**src/rtl/alu8_pkg.sv**
```systemverilog
package alu8_pkg;

  localparam int NUM_REGS = 6;
  localparam int SRC_W    = 3;
  localparam int NUM_SRC  = 1 << SRC_W;
  localparam int SEL_MEM  = 6;

  typedef enum logic [2:0] {
    OP_ADD, OP_ADC, OP_SUB, OP_SBB, OP_AND, OP_XOR, OP_OR, OP_CMP
  } aluop_e;

  typedef enum logic [2:0] {
    K_NONE, K_ALU, K_ROT, K_CMA, K_STC, K_CMC
  } kind_e;

  typedef enum logic [1:0] {
    ROT_LC, ROT_RC, ROT_LT, ROT_RT
  } rot_e;

  typedef struct packed {
    logic z;
    logic s;
    logic p;
    logic cy;
    logic ac;
  } flags_t;

  typedef struct packed {
    kind_e              kind;
    aluop_e             op;
    rot_e               rot;
    logic               use_imm;
    logic [SRC_W-1:0]   src;
  } dec_t;

endpackage

```
**src/rtl/alu8_decode.sv**
```systemverilog
module alu8_decode
  import alu8_pkg::*;
(
  input  logic [7:0] opcode,
  output dec_t       dec
);

  always_comb begin
    dec.kind    = K_NONE;
    dec.op      = aluop_e'(opcode[5:3]);
    dec.rot     = rot_e'(opcode[4:3]);
    dec.use_imm = 1'b0;
    dec.src     = opcode[2:0];
    if (opcode[7:6] == 2'b10) begin
      dec.kind = K_ALU;
    end else if (opcode[7:6] == 2'b11 && opcode[2:0] == 3'b110) begin
      dec.kind    = K_ALU;
      dec.use_imm = 1'b1;
    end else if (opcode[7:5] == 3'b000 && opcode[2:0] == 3'b111) begin
      dec.kind = K_ROT;
    end else begin
      case (opcode)
        8'h2F:   dec.kind = K_CMA;
        8'h37:   dec.kind = K_STC;
        8'h3F:   dec.kind = K_CMC;
        default: dec.kind = K_NONE;
      endcase
    end
  end

endmodule

```
**src/rtl/alu8_srcsel.sv**
```systemverilog
module alu8_srcsel
  import alu8_pkg::*;
#(
  parameter int DATA_W = 8
) (
  input  logic [NUM_REGS*DATA_W-1:0] src_regs,
  input  logic [DATA_W-1:0]          mem_data,
  input  logic [DATA_W-1:0]          acc_in,
  input  logic [DATA_W-1:0]          imm_data,
  input  logic [SRC_W-1:0]           sel,
  input  logic                       use_imm,
  output logic [DATA_W-1:0]          operand
);

  logic [DATA_W-1:0] choice [NUM_SRC];

  for (genvar k = 0; k < NUM_SRC; k++) begin : g_src
    if (k < NUM_REGS) begin : g_reg
      assign choice[k] = src_regs[k*DATA_W +: DATA_W];
    end else if (k == SEL_MEM) begin : g_mem
      assign choice[k] = mem_data;
    end else begin : g_acc
      assign choice[k] = acc_in;
    end
  end

  assign operand = use_imm ? imm_data : choice[sel];

endmodule

```
**src/rtl/alu8_arith.sv**
```systemverilog
module alu8_arith
  import alu8_pkg::*;
#(
  parameter int DATA_W = 8
) (
  input  logic [DATA_W-1:0] a,
  input  logic [DATA_W-1:0] b,
  input  logic              cin,
  input  aluop_e            op,
  output logic [DATA_W-1:0] res,
  output flags_t            fl
);

  localparam int HALF = DATA_W / 2;

  logic [DATA_W:0] wide;
  logic [HALF:0]   low;
  logic            extra;

  always_comb begin
    extra = 1'b0;
    wide  = '0;
    low   = '0;
    case (op)
      OP_ADD, OP_ADC: begin
        extra = (op == OP_ADC) & cin;
        wide  = {1'b0, a} + {1'b0, b} + {{DATA_W{1'b0}}, extra};
        low   = {1'b0, a[HALF-1:0]} + {1'b0, b[HALF-1:0]} + {{HALF{1'b0}}, extra};
      end
      OP_SUB, OP_SBB, OP_CMP: begin
        extra = (op == OP_SBB) & cin;
        wide  = {1'b0, a} - {1'b0, b} - {{DATA_W{1'b0}}, extra};
        low   = {1'b0, a[HALF-1:0]} - {1'b0, b[HALF-1:0]} - {{HALF{1'b0}}, extra};
      end
      OP_AND:  wide = {1'b0, a & b};
      OP_XOR:  wide = {1'b0, a ^ b};
      OP_OR:   wide = {1'b0, a | b};
      default: wide = '0;
    endcase
    res   = wide[DATA_W-1:0];
    fl.cy = wide[DATA_W];
    fl.ac = low[HALF];
    fl.z  = (res == '0);
    fl.s  = res[DATA_W-1];
    fl.p  = ~^res;
  end

endmodule

```
**src/rtl/alu8_rotate.sv**
```systemverilog
module alu8_rotate
  import alu8_pkg::*;
#(
  parameter int DATA_W = 8
) (
  input  logic [DATA_W-1:0] a,
  input  logic              cin,
  input  rot_e              mode,
  output logic [DATA_W-1:0] res,
  output logic              cout
);

  always_comb begin
    case (mode)
      ROT_LC: begin
        res  = {a[DATA_W-2:0], a[DATA_W-1]};
        cout = a[DATA_W-1];
      end
      ROT_RC: begin
        res  = {a[0], a[DATA_W-1:1]};
        cout = a[0];
      end
      ROT_LT: begin
        res  = {a[DATA_W-2:0], cin};
        cout = a[DATA_W-1];
      end
      default: begin
        res  = {cin, a[DATA_W-1:1]};
        cout = a[0];
      end
    endcase
  end

endmodule

```
**src/rtl/alu8_unit.sv**
```systemverilog
module alu8_unit
  import alu8_pkg::*;
#(
  parameter int DATA_W = 8
) (
  input  logic                       clk,
  input  logic                       rst,
  input  logic                       op_valid,
  input  logic [7:0]                 opcode,
  input  logic [DATA_W-1:0]          acc_in,
  input  logic [NUM_REGS*DATA_W-1:0] src_regs,
  input  logic [DATA_W-1:0]          mem_data,
  input  logic [DATA_W-1:0]          imm_data,
  output logic [DATA_W-1:0]          result,
  output logic                       acc_we,
  output logic                       flag_z,
  output logic                       flag_s,
  output logic                       flag_p,
  output logic                       flag_cy,
  output logic                       flag_ac
);

  dec_t              dec;
  logic [DATA_W-1:0] operand;
  logic [DATA_W-1:0] ar_res;
  flags_t            ar_fl;
  logic [DATA_W-1:0] rot_res;
  logic              rot_cy;

  flags_t            fl_q, fl_d;
  logic [DATA_W-1:0] res_q, res_d;
  logic              we_q, we_d;

  alu8_decode u_dec (
    .opcode (opcode),
    .dec    (dec)
  );

  alu8_srcsel #(.DATA_W(DATA_W)) u_src (
    .src_regs (src_regs),
    .mem_data (mem_data),
    .acc_in   (acc_in),
    .imm_data (imm_data),
    .sel      (dec.src),
    .use_imm  (dec.use_imm),
    .operand  (operand)
  );

  alu8_arith #(.DATA_W(DATA_W)) u_ar (
    .a   (acc_in),
    .b   (operand),
    .cin (fl_q.cy),
    .op  (dec.op),
    .res (ar_res),
    .fl  (ar_fl)
  );

  alu8_rotate #(.DATA_W(DATA_W)) u_rot (
    .a    (acc_in),
    .cin  (fl_q.cy),
    .mode (dec.rot),
    .res  (rot_res),
    .cout (rot_cy)
  );

  always_comb begin
    fl_d  = fl_q;
    res_d = res_q;
    we_d  = 1'b0;
    if (op_valid) begin
      case (dec.kind)
        K_ALU: begin
          fl_d = ar_fl;
          if (dec.op != OP_CMP) begin
            res_d = ar_res;
            we_d  = 1'b1;
          end
        end
        K_ROT: begin
          res_d   = rot_res;
          we_d    = 1'b1;
          fl_d.cy = rot_cy;
        end
        K_CMA: begin
          res_d = ~acc_in;
          we_d  = 1'b1;
        end
        K_STC:   fl_d.cy = 1'b1;
        K_CMC:   fl_d.cy = ~fl_q.cy;
        default: ;
      endcase
    end
  end

  always_ff @(posedge clk) begin
    if (rst) begin
      fl_q  <= '0;
      res_q <= '0;
      we_q  <= 1'b0;
    end else begin
      fl_q  <= fl_d;
      res_q <= res_d;
      we_q  <= we_d;
    end
  end

  assign result  = res_q;
  assign acc_we  = we_q;
  assign flag_z  = fl_q.z;
  assign flag_s  = fl_q.s;
  assign flag_p  = fl_q.p;
  assign flag_cy = fl_q.cy;
  assign flag_ac = fl_q.ac;

endmodule

```
**config.mk**
```make
export PLATFORM = sky130hd
export DESIGN_NAME = alu8_unit
export DESIGN_NICKNAME = d
export VERILOG_FILES = /design/src/rtl/alu8_pkg.sv /design/src/rtl/alu8_decode.sv /design/src/rtl/alu8_srcsel.sv /design/src/rtl/alu8_arith.sv /design/src/rtl/alu8_rotate.sv /design/src/rtl/alu8_unit.sv
export SDC_FILE = /design/constraint.sdc
export NUM_CORES = 1
export LEC_CHECK = 0
export BUFFER_PORTS_ARGS = -buffer_cell sky130_fd_sc_hd__buf_2
export CAP_MARGIN = 20
export CORE_ASPECT_RATIO = 1.2
export CORE_MARGIN = 2
export CORE_UTILIZATION = 49
export DETAILED_ROUTE_END_ITERATION = 6
export PLACE_DENSITY_LB_ADDON = 0.1
export SLEW_MARGIN = 25
export SYNTH_ARGS = -nofsm -noshare
export SYNTH_HDL_FRONTEND = slang
export SYNTH_HIERARCHICAL = 1
export SYNTH_SLANG_ARGS = --single-unit
```
**constraint.sdc**
```tcl
create_clock -name clk -period 3.6 [get_ports clk]
set_clock_uncertainty 0.15 [all_clocks]
set_input_delay 0.18 -clock clk [delete_from_list [all_inputs] [get_ports clk]]
set_output_delay 0.18 -clock clk [all_outputs]
set_load 0.05 [all_outputs]
```
---- Word-level counts from Yosys, hierarchy flattened ----
Index checks and enable logic that the tools add are counted.
storage, ports and cells
  flip-flop bits (word level) ............. 14
  bits in latches ......................... 0
  memory bits (writable) .................. 0
  memory bits (read-only) ................. 0
  input port bits ......................... 83
  output and inout bits ................... 14
  word-level logic and storage cells ...... 84
  memories kept ........................... 0
cells by class
  add/sub/neg operators ................... 8
  $mul .................................... 0
  divide/modulo/power cells ............... 0
  magnitude comparators ................... 1
  equality and inequality tests ........... 23
  shifts and indexed selects .............. 0
  muxes and demuxes ....................... 19
  bitwise logic cells ..................... 9
  reductions and logical operators ........ 17
operators with widths
  operator                                                          number
  8-bit case mux with 3 select lines                                2
  9-bit case mux with 5 select lines                                1
  8-bit two-way mux                                                 4
  8-bit binary-select mux with 3-bit select                         1
  3-bit == test (second input constant)                             8
  8-bit by 6-bit == test with 1-bit output (second input constant)  3
  3-bit by 2-bit == test with 1-bit output (second input constant)  4
  5-bit case mux with 2 select lines                                1
  8-bit by 8-bit adder with 9-bit output                            1
  9-bit by 1-bit adder with 9-bit output                            1
  3-bit two-way mux                                                 3
  3-bit case mux with 3 select lines                                1
  8-bit by 8-bit subtractor with 9-bit output                       1
  9-bit by 1-bit subtractor with 9-bit output                       1
  8-bit bitwise AND                                                 1
  8-bit zero test                                                   1
  8-bit inverter                                                    1
  8-bit bitwise OR                                                  1
  2-bit OR reduction                                                4
  8-bit XNOR reduction                                              1
  8-bit bitwise XOR                                                 1
  2-bit == test (second input constant)                             3
  3-bit by 1-bit == test with 1-bit output (second input constant)  2
  3-bit zero test                                                   2
  other kinds (21)                                                  28

---- Longest topological paths before layout ----
  depth in word-level cells ............... 10
  gate-level depth with buffers ........... 20
  depth with buffers taken out ............ 18

---- Modules after synthesis ----
The synthesis kept the hierarchy.
modules (own cells, without submodules)
  module       times used  cells an instance  area an instance (um2)
  alu8_arith   1           206                1516.5
  alu8_unit    1           95                 802.0
  alu8_srcsel  1           76                 666.9
  alu8_decode  1           19                 158.9
  alu8_rotate  1           14                 150.1

---- Least setup slack after synthesis ----
Ideal clock, no wire load.
  path type ............................... input to register
  start ................................... input opcode[0]
  end ..................................... register fl_q (netlist bit flag_p)
  arrival time ............................ 3.690 ns
  data required time ...................... 3.322 ns
  slack ................................... -0.368 ns
  cell stages on the path ................. 19
  cell sequence ........................... buf_4 > buf_6 > clkbuf_8 > mux2_2 > o22ai_1 > o31ai_1 > inv_1 > fa_1 > inv_1 > fa_1 > a21o_1 > a311o_1 > a41o_1 > o32a_1 > ha_1 > xnor2_1 > xnor2_1 > mux2i_1 > nor2_1
RTL lines
  what                  RTL line          text
  from (decl)           alu8_unit.sv:9    input logic [7:0] opcode,
  to (signal assigned)  alu8_unit.sv:101  fl_q <= fl_d;
  to (decl)             alu8_unit.sv:30   flags_t fl_q, fl_d;

==> summary.txt <==
Outcome
  – Status: finished, final reports clean

Clock network
  – Worst-Skew Late Latency: 250 ps
  – Htree depth: 1
  – Post-CTS Hold Buffers: 0
  – Clock root cell: clkbuf_8
  – CTS Buffer Depth: 2
  – CTS sink cnt: 14
  – CTS tree: done
  – Clk slew on worst S/H paths: 60 ps
  – TritonCTS Buffers: 3

GRT
  – Initial antenna violation count: 0
  – Gr ovfl total: 0
  – GRT met3 Usage: 0.0163
  – GR Layer Usage met2: 0.482
  – Total GRT Usage: 0.265
  – Layer with the highest usage: met2
  – Largest net degree at the start of global routing: 30
  – Global-route wire length before repair: 15.8 mm
  – Number of global-route vias before repair: 3304
  – Met1 GRT Util: 0.327

Timing
  – RSZ-0062 raised after global routing: true
  – Least-Margin Pin Slew: 535 ps
  – Hold Vio Cnt, Final: 0
  – Fmax achieved: 287 MHz
  – Final min period: 3490 ps
  – Crit share post-route: 0.969
  – Worst setup margin: 112 ps
  – Max-slew headroom: 0.642
  – Final setup vio count: 0
  – Max-slew violation count: 0

Critical path
  – Critical Path RT: 3600 ps
  – Worst setup path class: primary input to register
  – Critical path launch point type: primary input
  – FF-to-FF path depth: 14
  – R2r setup slk: 350 ps
  – Reg2reg start: flag_cy
  – CP Max Fanout: 11
  – CP startpoint: opcode[0]
  – Critical path arrival: 3480 ps
  – Worst r2r dst: flag_cy
  – Critical Path Sink Type: register

Power
  – VDD IR max: 232 uV
  – Lkg Pwr: 2.21 nW
  – Power per Cell Area: 303 nW/um2

Final layout
  – Final instance area: 4550 um2
  – Diodes inserted: 0
  – Post-layout nets: 670
  – Layout cells sized above 1: 0.442
  – Area growth, synth to finish: 38.2%
  – # fillers: 557

Floorplan
  – Die Span Y: 93.8 um
  – Starting Density: 0.508
  – DIE WIDTH: 78.9 um
  – Placement Rows: 32
  – Core Box Area: 6490 um2
  – IO Count: 97
  – Die area: 7400 um2

Drt
  – Iter 0 DRT Violations: 242
  – Routed WL: 9.99 mm
  – DRC: 0
  – Wire length per cell: 15.8 um
  – Vias/cell: 5.52
  – Vias: 3493
  – First drt pass iteration count: 5
  – ANT nets after route: 0

Hold path
  – Hold Crit Class: primary input to register
  – HP Start: rst
  – Worst hold stages: 2
  – Hold worst-path end: flag_s

Placement
  – Dpl hpwl: 8.22 mm
  – GP Congestion: 0.898
  – Placement Setup Slack: -442 ps
  – Dpl cell area: 4260 um2
  – PortBufs: 96

Synth
  – Avg Inst Size Synth: 8.04 um2
  – Seq/Total Area, Yosys: 0.0851
  – Synth Warn #: 6
  – Total nets after synthesis: 531
  – Primary FF master, synth: dfxtp_1
  – Post-Syn Instances: 410
  – Synthesized area: 3290 um2
  – Async SR Flop Fraction: 0
  – Yosys cell types: 73
  – Synth Register Bits: 14
  – EDFF count, synth: 0

Job
  – Max_cap viols: 0
per-stage QoR:
step | hold slack, ps | util | TNS (ps) | cells | power, mW
global placement | 290 | 0.657 | -652 | 626 | 1.09
CTS | 115 | 0.670 | 0 | 630 | 1.28
detailed placement | 296 | 0.657 | -956 | 626 | 1.11
global route | 120 | 0.702 | -14.5 | 633 | 1.48
finish | 116 | 0.702 | 0 | 633 | 1.38
floorplan | 99.1 | - | -151 | 410 | 0.793
sequential cells by signal (all words and copies together), names as in the netlist:
| register | flops |
|---|---|
| flag_ac | 1 |
| flag_s | 1 |
| acc_we | 1 |
| flag_p | 1 |
| flag_cy | 1 |
| result | 8 |
| flag_z | 1 |
per-layer routing:
layer,vias to the layer above,routed length [um]
met2,126,4990
met3,23,428
met5,-,0
li1,1749,-
met4,0,323
met1,1595,4240
worst max-delay path by stage:
stage / slack (ps) / to / cells after the start
3_3_place_gp: -320 / flag_p / 18
2_1_floorplan: -150 / flag_p / 19
6_report: 110 / flag_cy / 18
5_1_grt: -10 / flag_p / 19
3_5_place_dp: -440 / flag_cy / 18
4_1_cts: 30 / flag_cy / 18
what timing repair did:
item | 4_1_cts | 5_1_grt
setup endpoints to repair | 2 | 3
cloned | 0 | 1
resized for setup | 5 | 26
setup buffers | 0 | 2
pin swaps | 1 | 17
worst max-delay path, cell delays in order:
cell and delay (ps):
buf_8 130, mux2i_1 120, a22o_1 270, o31ai_4 200, inv_2 100, fa_2 400, inv_2 80, fa_2 240
nand2b_4 80, a2111oi_4 450, o41ai_2 120, buf_4 140, xor2_1 130, o22ai_1 120, buf_4 160, nor3b_1 180
a31oi_1 60, a311oi_1 310
cell usage after synthesis (7+ instances only):
cell | number | area, um2
a22o_1 | 9 | 78.8
nand2_1 | 31 | 116
o31ai_1 | 8 | 60.1
mux2i_1 | 33 | 330
buf_4 | 13 | 97.6
xnor2_1 | 10 | 87.6
o21ai_0 | 9 | 45.0
a21oi_1 | 25 | 125
inv_1 | 44 | 165
dfxtp_1 | 14 | 280
nand2b_1 | 7 | 43.8
ha_1 | 34 | 425
a211o_1 | 8 | 70.1
nor2_1 | 23 | 86.3
mux2_2 | 19 | 214
o22ai_1 | 15 | 93.8
kinds of logic (layout without fill, tap and decap cells):
family | count (synthesis) | after routing | share of synthesized area
compound gates | 112 | 112 | 0.254
simple gates | 95 | 95 | 0.145
buf+inv | 78 | 216 | 0.129
mux | 59 | 59 | 0.196
fa+ha+maj | 38 | 38 | 0.153
xor+xnor | 14 | 14 | 0.0372
flops | 14 | 14 | 0.0851
power breakdown:
group	internal (mW)	switching (mW)	total (mW)
registers	0.167	0.00519	0.172
clock network	0.0970	0.0584	0.155
logic	0.531	0.522	1.05
layout by cell type, fill, tap and decap left out, types with 5 or more instances in the layout:
master    instances
ha_4              9
a21oi_1          25
ha_1             25
a22o_1            9
dfxtp_1          14
a31oi_1           6
nand2_1          31
mux2i_1          33
inv_1            42
o22ai_1          14
xnor2_1           8
mux2_2           18
nand4_1           5
mux2_4            8
o31ai_2           7
buf_2            94
nor2_1           23
nand2b_1          5
buf_4            66
o21ai_0           8
a211o_1           8
layout make-up:
| cell class | count | area, um2 | share of cell area |
|---|---|---|---|
| Multi-Input combinational cell | 318 | 2850 | 0.626 |
| Timing Repair Buffer | 167 | 1090 | 0.240 |
| Sequential cell | 14 | 280 | 0.0616 |
| Inverter | 45 | 169 | 0.0371 |
| Tap cell | 85 | 106 | 0.0234 |
| Clock buffer | 4 | 55.1 | 0.0121 |
Note: power is estimated with default switching activity, not from simulation.
